$ cat config.mk
export PLATFORM = sky130hd
export DESIGN_NAME = dbg_halt_ctrl
export DESIGN_NICKNAME = d
export VERILOG_FILES = /design/src/rtl/dbg_halt_pkg.sv /design/src/rtl/dbg_bp_cmp.sv /design/src/rtl/dbg_host_regs.sv /design/src/rtl/dbg_wdg_freeze.sv /design/src/rtl/dbg_halt_ctrl.sv
export SDC_FILE = /design/constraint.sdc
export NUM_CORES = 1
export LEC_CHECK = 0
export BUFFER_PORTS_ARGS = -buffer_cell sky130_fd_sc_hd__buf_2
export CAP_MARGIN = 20
export CORE_MARGIN = 2
export CORE_UTILIZATION = 44
export CTS_CLUSTER_SIZE = 28
export DETAILED_ROUTE_END_ITERATION = 8
export PLACE_DENSITY_LB_ADDON = 0.1
export SYNTH_ARGS = -nofsm -noshare
export SYNTH_HDL_FRONTEND = slang
export SYNTH_SLANG_ARGS = --single-unit
$ cat constraint.sdc
create_clock -name clk -period 2.15 [get_ports clk]
set_clock_uncertainty 0.05 [all_clocks]
set_input_delay 0.43 -clock clk [delete_from_list [all_inputs] [get_ports clk]]
set_output_delay 0.43 -clock clk [all_outputs]
set_load 0.005 [all_outputs]
$ cat src/rtl/dbg_halt_pkg.sv
package dbg_halt_pkg;

  typedef enum logic [1:0] {
    ACC_NONE  = 2'b00,
    ACC_FETCH = 2'b01,
    ACC_READ  = 2'b10,
    ACC_WRITE = 2'b11
  } acc_kind_e;

  localparam int HOST_AW = 3;
  localparam int HOST_DW = 8;

  // offset of the breakpoint type register; address bytes follow it
  localparam int OFF_TYPE  = 0;
  localparam int OFF_ADDR0 = 1;

endpackage

$ cat src/rtl/dbg_bp_cmp.sv
module dbg_bp_cmp
  import dbg_halt_pkg::*;
#(
  parameter int AW = 24
) (
  input  logic          arm,
  input  logic [AW-1:0] bp_addr,
  input  acc_kind_e     bp_kind,
  input  logic          cpu_valid,
  input  acc_kind_e     cpu_kind,
  input  logic [AW-1:0] cpu_addr,
  output logic          hit
);

  logic addr_eq;
  logic kind_eq;
  logic bp_live;

  assign addr_eq = (cpu_addr == bp_addr);
  assign kind_eq = (cpu_kind == bp_kind);
  assign bp_live = (bp_kind != ACC_NONE);
  assign hit     = arm & cpu_valid & bp_live & kind_eq & addr_eq;

endmodule

$ cat src/rtl/dbg_host_regs.sv
module dbg_host_regs
  import dbg_halt_pkg::*;
#(
  parameter int          AW        = 24,
  parameter logic [AW-1:0] RESET_VEC = 24'h008000
) (
  input  logic               clk,
  input  logic               rst_n,
  input  logic               link_active,
  input  logic               host_sel,
  input  logic               host_we,
  input  logic [HOST_AW-1:0] host_addr,
  input  logic [HOST_DW-1:0] host_wdata,
  output logic [HOST_DW-1:0] host_rdata,
  input  logic               hit,
  output logic [AW-1:0]      bp_addr,
  output acc_kind_e          bp_kind,
  output logic               wdgoff,
  output logic               stall_q
);

  localparam int ADDR_BYTES = AW / 8;
  localparam int OFF_CTRL   = OFF_ADDR0 + ADDR_BYTES;
  localparam int OFF_STAT   = OFF_CTRL + 1;

  logic [7:0] bp_byte_q [ADDR_BYTES];
  acc_kind_e  bp_kind_q;
  logic       wdgoff_q;
  logic       wr;
  logic       wr_stat;
  logic       abort_set;
  logic       host_clr;

  assign wr        = host_sel & host_we;
  assign wr_stat   = wr & (host_addr == HOST_AW'(OFF_STAT));
  assign abort_set = wr_stat & host_wdata[0] & link_active;
  assign host_clr  = wr_stat & ~host_wdata[0];

  // breakpoint address bytes, high byte at the lowest offset
  always_ff @(posedge clk or negedge rst_n) begin
    if (!rst_n) begin
      for (int i = 0; i < ADDR_BYTES; i++)
        bp_byte_q[i] <= RESET_VEC[(ADDR_BYTES-1-i)*8 +: 8];
    end else if (wr) begin
      for (int i = 0; i < ADDR_BYTES; i++)
        if (host_addr == HOST_AW'(OFF_ADDR0 + i))
          bp_byte_q[i] <= host_wdata;
    end
  end

  always_ff @(posedge clk or negedge rst_n) begin
    if (!rst_n) begin
      bp_kind_q <= ACC_READ;
      wdgoff_q  <= 1'b0;
    end else if (wr) begin
      if (host_addr == HOST_AW'(OFF_TYPE)) bp_kind_q <= acc_kind_e'(host_wdata[1:0]);
      if (host_addr == HOST_AW'(OFF_CTRL)) wdgoff_q  <= host_wdata[0];
    end
  end

  // STALL bit: a match or abort outranks a same-cycle host clear
  always_ff @(posedge clk or negedge rst_n) begin
    if (!rst_n)                 stall_q <= 1'b0;
    else if (hit || abort_set)  stall_q <= 1'b1;
    else if (host_clr)          stall_q <= 1'b0;
  end

  always_comb begin
    for (int i = 0; i < ADDR_BYTES; i++)
      bp_addr[(ADDR_BYTES-1-i)*8 +: 8] = bp_byte_q[i];
  end

  assign bp_kind = bp_kind_q;
  assign wdgoff  = wdgoff_q;

  always_comb begin
    host_rdata = '0;
    if (host_sel && !host_we) begin
      if (host_addr == HOST_AW'(OFF_TYPE)) host_rdata = {{(HOST_DW-2){1'b0}}, bp_kind_q};
      if (host_addr == HOST_AW'(OFF_CTRL)) host_rdata = {{(HOST_DW-1){1'b0}}, wdgoff_q};
      if (host_addr == HOST_AW'(OFF_STAT)) host_rdata = {{(HOST_DW-1){1'b0}}, stall_q};
      for (int i = 0; i < ADDR_BYTES; i++)
        if (host_addr == HOST_AW'(OFF_ADDR0 + i)) host_rdata = bp_byte_q[i];
    end
  end

  // registers move only under a host write
  a_r1_host_only: assert property (@(posedge clk) disable iff (!rst_n)
    !wr |=> ($stable(bp_addr) && $stable(bp_kind) && $stable(wdgoff)));

  // a comparator hit sets the STALL bit on the next edge
  a_r3_hit_sets_stall: assert property (@(posedge clk) disable iff (!rst_n)
    hit |=> stall_q);

  // the bit holds until a host clear
  a_r4_stall_holds: assert property (@(posedge clk) disable iff (!rst_n)
    (stall_q && !host_clr) |=> stall_q);

  // match beats a clear in the same cycle
  a_r6_hit_beats_clear: assert property (@(posedge clk) disable iff (!rst_n)
    (hit && host_clr) |=> stall_q);

  // the STALL bit can only rise while the link was active
  a_r7_rise_needs_link: assert property (@(posedge clk) disable iff (!rst_n)
    $rose(stall_q) |-> $past(link_active));

endmodule

$ cat src/rtl/dbg_wdg_freeze.sv
module dbg_wdg_freeze #(
  parameter int N_WDG = 2
) (
  input  logic             clk,
  input  logic             rst_n,
  input  logic             wdgoff,
  input  logic             stall,
  input  logic [N_WDG-1:0] wdg_start,
  input  logic [N_WDG-1:0] wdg_hw_en,
  output logic [N_WDG-1:0] wdg_freeze
);

  for (genvar i = 0; i < N_WDG; i++) begin : g_wdg
    logic frz_en_q;

    // the freeze choice is taken once, when this watchdog starts
    always_ff @(posedge clk or negedge rst_n) begin
      if (!rst_n)            frz_en_q <= 1'b0;
      else if (wdg_start[i]) frz_en_q <= wdgoff;
    end

    assign wdg_freeze[i] = stall & frz_en_q & ~wdg_hw_en[i];

    // no freeze unless the CPU is held
    a_r8_freeze_needs_stall: assert property (@(posedge clk) disable iff (!rst_n)
      wdg_freeze[i] |-> stall);
  end

endmodule

$ cat src/rtl/dbg_halt_ctrl.sv
module dbg_halt_ctrl
  import dbg_halt_pkg::*;
#(
  parameter int            AW        = 24,
  parameter int            N_WDG     = 2,
  parameter logic [AW-1:0] RESET_VEC = 24'h008000
) (
  input  logic               clk,
  input  logic               rst_n,
  input  logic               link_active,
  input  logic               dbg_en,
  input  logic               host_sel,
  input  logic               host_we,
  input  logic [HOST_AW-1:0] host_addr,
  input  logic [HOST_DW-1:0] host_wdata,
  output logic [HOST_DW-1:0] host_rdata,
  input  logic               cpu_valid,
  input  logic [1:0]         cpu_kind,
  input  logic [AW-1:0]      cpu_addr,
  output logic               stall,
  input  logic [N_WDG-1:0]   wdg_start,
  input  logic [N_WDG-1:0]   wdg_hw_en,
  output logic [N_WDG-1:0]   wdg_freeze
);

  logic          hit;
  logic          arm;
  logic [AW-1:0] bp_addr;
  acc_kind_e     bp_kind;
  logic          wdgoff;
  logic          stall_q;

  assign arm = link_active & dbg_en;

  dbg_bp_cmp #(.AW(AW)) u_cmp (
    .arm       (arm),
    .bp_addr   (bp_addr),
    .bp_kind   (bp_kind),
    .cpu_valid (cpu_valid),
    .cpu_kind  (acc_kind_e'(cpu_kind)),
    .cpu_addr  (cpu_addr),
    .hit       (hit)
  );

  dbg_host_regs #(.AW(AW), .RESET_VEC(RESET_VEC)) u_regs (
    .clk         (clk),
    .rst_n       (rst_n),
    .link_active (link_active),
    .host_sel    (host_sel),
    .host_we     (host_we),
    .host_addr   (host_addr),
    .host_wdata  (host_wdata),
    .host_rdata  (host_rdata),
    .hit         (hit),
    .bp_addr     (bp_addr),
    .bp_kind     (bp_kind),
    .wdgoff      (wdgoff),
    .stall_q     (stall_q)
  );

  // no stall request reaches the CPU while the link is down
  assign stall = stall_q & link_active;

  dbg_wdg_freeze #(.N_WDG(N_WDG)) u_frz (
    .clk        (clk),
    .rst_n      (rst_n),
    .wdgoff     (wdgoff),
    .stall      (stall),
    .wdg_start  (wdg_start),
    .wdg_hw_en  (wdg_hw_en),
    .wdg_freeze (wdg_freeze)
  );

  // a hardware-enabled watchdog is never frozen
  a_r10_hw_override: assert property (@(posedge clk) disable iff (!rst_n)
    (wdg_freeze & wdg_hw_en) == '0);

  // with debug disabled, a bus access cannot raise the bit by itself
  a_r11_dbg_off_no_hit: assert property (@(posedge clk) disable iff (!rst_n)
    (!dbg_en && !host_sel && !stall_q) |=> !stall_q);

endmodule

; ---- Word level (Yosys, flattened, before mapping)
; Index checks and enable logic that the tools add are counted.
[word_totals]
ff_bits = 30
inputBits = 48
wordCells = 53
[classes]
eq_ne = 7
mux = 9
bitwise = 18
reduce_logical = 11
[ops]
columns = op, n
row1 = $mux 8, 4
row2 = $eq 24x24->1, 1
row3 = $and 1x1->1, 15
row4 = $reduce_and 2->1, 5
row5 = $eq 3x2->1 const B, 2
row6 = $eq 3x3->1 const B, 2
row7 = $mux 2, 3
row8 = $reduce_bool 2->1, 2
row9 = $eq 3x1->1 const B, 1
row10 = $logic_not 3->1, 1
row11 = $not 1->1, 3
row12 = $eq 2x2->1, 1
row13 = $mux 1, 2
row14 = $logic_and 1x1->1, 1
row15 = $logic_not 1->1, 1
row16 = $logic_or 1x1->1, 1

; ---- Depth between registers and ports, before layout
[depth]
ltp_word = 8
depth_mapped = 5

; ---- Cells and area by module
; A second synthesis with hierarchy kept.
[hier_totals]
hier_cells = 155
area_unflattened_um2 = 1809.2
[by_module_without_submodules]
columns = mod, n_inst, cells_each, area_each_um2, seq_area_each_um2
row1 = dbg_host_regs, 1, 109, 1378.8, 703.2
row2 = dbg_bp_cmp, 1, 38, 324.1, 0.0
row3 = dbg_wdg_freeze, 1, 6, 93.8, 50.0
row4 = dbg_halt_ctrl, 1, 2, 12.5, 0.0

; ---- Worst setup path after synthesis
; OpenSTA, ideal clock, no wires.
[synth_path]
path_type = in2out
startpoint = in host_addr[2]
endpoint = out host_rdata[0]
arrival_time_ps = 1267
t_required_ps = 1670
slack_ps = 403
stages = 4
n_path_buf = 1
cell_sequence = buf_2 -> mux4_2 -> mux2i_1 -> nor2_1
[synth_between]
elab_chain_len = 8
word_cells_on_any_way = 13
cone_classes = eq/ne (5) / mux (7) / reduce/logical (1)
[synth_rtl]
columns = element, line_no
row1 = from (decl), dbg_halt_ctrl.sv:14  ; input logic [HOST_AW-1:0] host_addr,
row2 = $logic_not 3->1, dbg_host_regs.sv:79  ; if (host_addr == HOST_AW'(OFF_TYPE)) host_rdata = {{(HOST_DW-2){1'b0}}, bp_kind_q};
row3 = $mux 2, dbg_host_regs.sv:79
row4 = $mux 2, dbg_host_regs.sv:80  ; if (host_addr == HOST_AW'(OFF_CTRL)) host_rdata = {{(HOST_DW-1){1'b0}}, wdgoff_q};
row5 = $mux 2, dbg_host_regs.sv:81  ; if (host_addr == HOST_AW'(OFF_STAT)) host_rdata = {{(HOST_DW-1){1'b0}}, stall_q};
row6 = $mux 8 (2 in a row), dbg_host_regs.sv:83  ; if (host_addr == HOST_AW'(OFF_ADDR0 + i)) host_rdata = bp_byte_q[i];
row7 = $mux 8 (*), dbg_host_regs.sv:83
row8 = $mux 8 (*), dbg_host_regs.sv:78  ; if (host_sel && !host_we) begin
row9 = to (decl), dbg_halt_ctrl.sv:16  ; output logic [HOST_DW-1:0] host_rdata,
; Mark *: on every way between the ends. The rest lies on a longest branch, timed or not.

; ---- Worst setup path in the final report
[layout_path]
startpoint = in host_addr[0]
endpoint = out host_rdata[2]
[layout_between]
elab_chain_len = 5
word_cells_on_any_way = 7
cone_classes = eq/ne (3) / mux (4)
[layout_rtl]
columns = element, line_no
row1 = $eq 3x1->1, dbg_host_regs.sv:83
row2 = $mux 8 (2 in a row), dbg_host_regs.sv:83
row3 = $mux 8 (*), dbg_host_regs.sv:83
row4 = $mux 8 (*), dbg_host_regs.sv:78
; Marked as above.

==> impl_results.md <==
* Worst-path fanout max at 11
* H-tree levels at 2
* Root Driver: clkbuf_8
* Crit end category: primary output
* Fin util at 0.583
* Number of DRC markers in iteration 0 at 59
* Yosys Warn Count at 0
* Fin crit period at 1.96 ns
* Gr usage total at 0.210
* CTS Buffer Depth at 2
* Sw Share at 0.290
* Unrepaired setup endpoints after global routing: false
* Max Slew Vio Count at 0
* Slew @ Worst Pin at 0.672 ns
* P_sw at 0.000485 W
* DRC Markers at 0
* Worst EP required at 1.67 ns
* Post-route clock period utilization at 0.910
* Core area at 0.00372 mm2
* PortBufs at 58
* Crit path DAT at 1.48 ns
* Startpoint Class: input port
* Power per cell area at 772 mW/mm2
* Combinational power share at 0.248
* Num Clock Sinks at 30
* Fin Hold WS at 0.130 ns
* Commonest non-fill, non-tap cells in the layout: 58 x buf_2, 28 x mux2_2, 28 x dfrtp_1, 13 x xor2_1
* # IOs at 59
* Final Setup Violations at 0
* Hold-fix buffers, CTS at 0
* Max-Cap Viols at 0
* Power, Total at 0.00167 W
* Maximum vdd drop at 459 uV
* Commonest non-fill, non-tap cell in the layout: buf_2
* Post-Route WL at 4.18 mm
* Inserted Clock Buffers at 5
* Leakage at 1.01 nW
* Hold Vio Cnt, Final at 0
* Vias in the first global route at 1,388
* Initial Util at 0.462
* Pre-CTS WS at 0.192 ns
* Cts repair resizes at 0
* Critical path's most frequent cell: buf_2
* Clock power frac at 0.253
* Die width at 66.5 um
* Number of inserted diodes at 0
* HP Class: input port to async pin
* Yosys reg bits at 30
* Int Pwr at 0.00119 W
* Main synth FF type: dfrtp_1
* Via density at 5.35
* Routability congestion estimate at 0.828
* Fill cells at 341
* DR pass1 iterations at 4
* Critical-path top delay cell: nand3b_1
* CP peak stage delay at 0.35 ns
* Worst skew pair latency at 0.28 ns
* Rows at 22
* Cells after Synth at 145
* Initial antenna violation count at 0
* Cell area after synthesis at 0.00172 mm2
* Max Clock Freq at 511 MHz
* Final ANT Viol Nets at 0
* Dpl hpwl at 3.24 mm
* Final WS setup at 0.194 ns
* Sequential fraction of the synthesis area at 0.439
* Worst-path clk slew at 0.06 ns
* FFs w/ async S/R, synth at 1.00
* Post-synthesis cell type count at 30
* Yosys top cell area share at 0.408
* Crit Path Class: input port to primary output
* FF-to-FF path depth at 4
* Status: completed
* Drt wl/cell at 16.1 um
* Number of flops mapped to enable cells by yosys at 0
* Critical path cell sequence: buf_2 > nand3b_1 > o221ai_1 > nor2_1 > buf_2
* CTS tree: built
* Synth top area cells: dfrtp_1 41%, mux2_2 18%, xor2_1 6.6%
* First-pass GRT wire length at 6.73 mm
* Nets at 259
* Slew headroom at 0.552
* Yosys top cell by area: dfrtp_1
* Setup TNS at 0 ns
* Remaining Overflow, GRT at 0
* Sequential power share at 0.499
* Largest net degree at the start of global routing at 31
* Number of setup buffers added after CTS at 0
* P&R area growth vs syn at 26.2%
* Avg Synthesized Cell Area at 11.8 um2
* Layout cells sized above 1 at 0.491
* Via count at 1,391
* Syn Nets at 193
* Die H at 66.5 um
* Die area at 0.00442 mm2
## metal layers
metal / vias up / global-route usage / part of all wire
li1: 661 / - / -
met1: 679 / 0.275 / 0.44
met2: 43 / 0.336 / 0.49
met3: 8 / 0.0625 / 0.061
met4: 0 / 0.0612 / 0.015
met5: - / 0 / 0
## cells by family (layout without fill, tap and decap cells)
kind of cell | count (synthesis) | after routing | synth area share
AOI/OAI and AO/OA | 16 | 16 | 0.0641
xor gates and xnor gates | 25 | 25 | 0.128
buffers and inverters | 6 | 73 | 0.0153
DFF | 30 | 30 | 0.439
muxes | 33 | 33 | 0.228
and+or+nand+nor | 35 | 35 | 0.126
## critical path, delay by kind of cell
| kind | cells | cell delay (ns) |
|---|---|---|
| and+or+nand+nor | 2 | 0.43 |
| buffers and inverters | 2 | 0.35 |
| AOI/OAI and AO/OA | 1 | 0.27 |
## synth_stat cells, types with 3 or more instances
cell	count
xor2_1	13
o221ai_1	6
dfrtp_1	28
nand2_1	4
nor4_1	3
nand4_1	4
a21oi_1	6
nor2_1	12
xnor2_1	12
buf_2	3
mux2_2	28
## cell type report
class | instances | area [um2] | area share
inverter | 2 | 7.51 | 0.00347
multi-input combinational | 109 | 937 | 0.433
tap | 48 | 60.1 | 0.0277
sequential | 30 | 753 | 0.348
clock buffer | 8 | 80.1 | 0.0370
timing repair buffer | 63 | 328 | 0.151
## stage by stage
step | area (um2) | std cells
after CTS | 2170 | 260
final | 2170 | 260
after floorplan | 1720 | 145
after global placement | 2090 | 252
after global routing | 2170 | 260
after detailed placement | 2090 | 252
## flip-flops by register name, summed over array words and instances, names as in the netlist
signal / cells
u_regs.bp_addr: 24
u_frz.g_wdg.frz_en_q: 2
u_regs.bp_kind: 2
u_regs.stall_q: 1
u_regs.wdgoff: 1
## path summary, 6_finish.rpt
kind	slack, ns	startpoint	to
setup / recovery	0.19	host_addr[0]	host_rdata[2]
hold / removal	0.13	rst_n	u_frz.g_wdg[1].frz_en_q
setup reg to reg	0.67	u_regs.bp_addr[16]	u_regs.stall_q
hold reg to reg	0.47	u_frz.g_wdg[1].frz_en_q	u_frz.g_wdg[1].frz_en_q
max in group asynchronous	1.47	rst_n	u_regs.bp_addr[3]
min in group clk	0.35	wdg_start[1]	u_frz.g_wdg[1].frz_en_q
## power groups by stage
stage | combinational [W] | sequential [W] | clock (W)
6_report | 0.000414 | 0.000834 | 0.000423
2_1_floorplan | 0.000295 | 0.000802 | 0
3_5_place_dp | 0.000418 | 0.000845 | 0
3_3_place_gp | 0.000403 | 0.000838 | 0
5_1_grt | 0.000461 | 0.000854 | 0.000457
4_1_cts | 0.000420 | 0.000836 | 0.000433
Power figures use the tool's default switching activity.
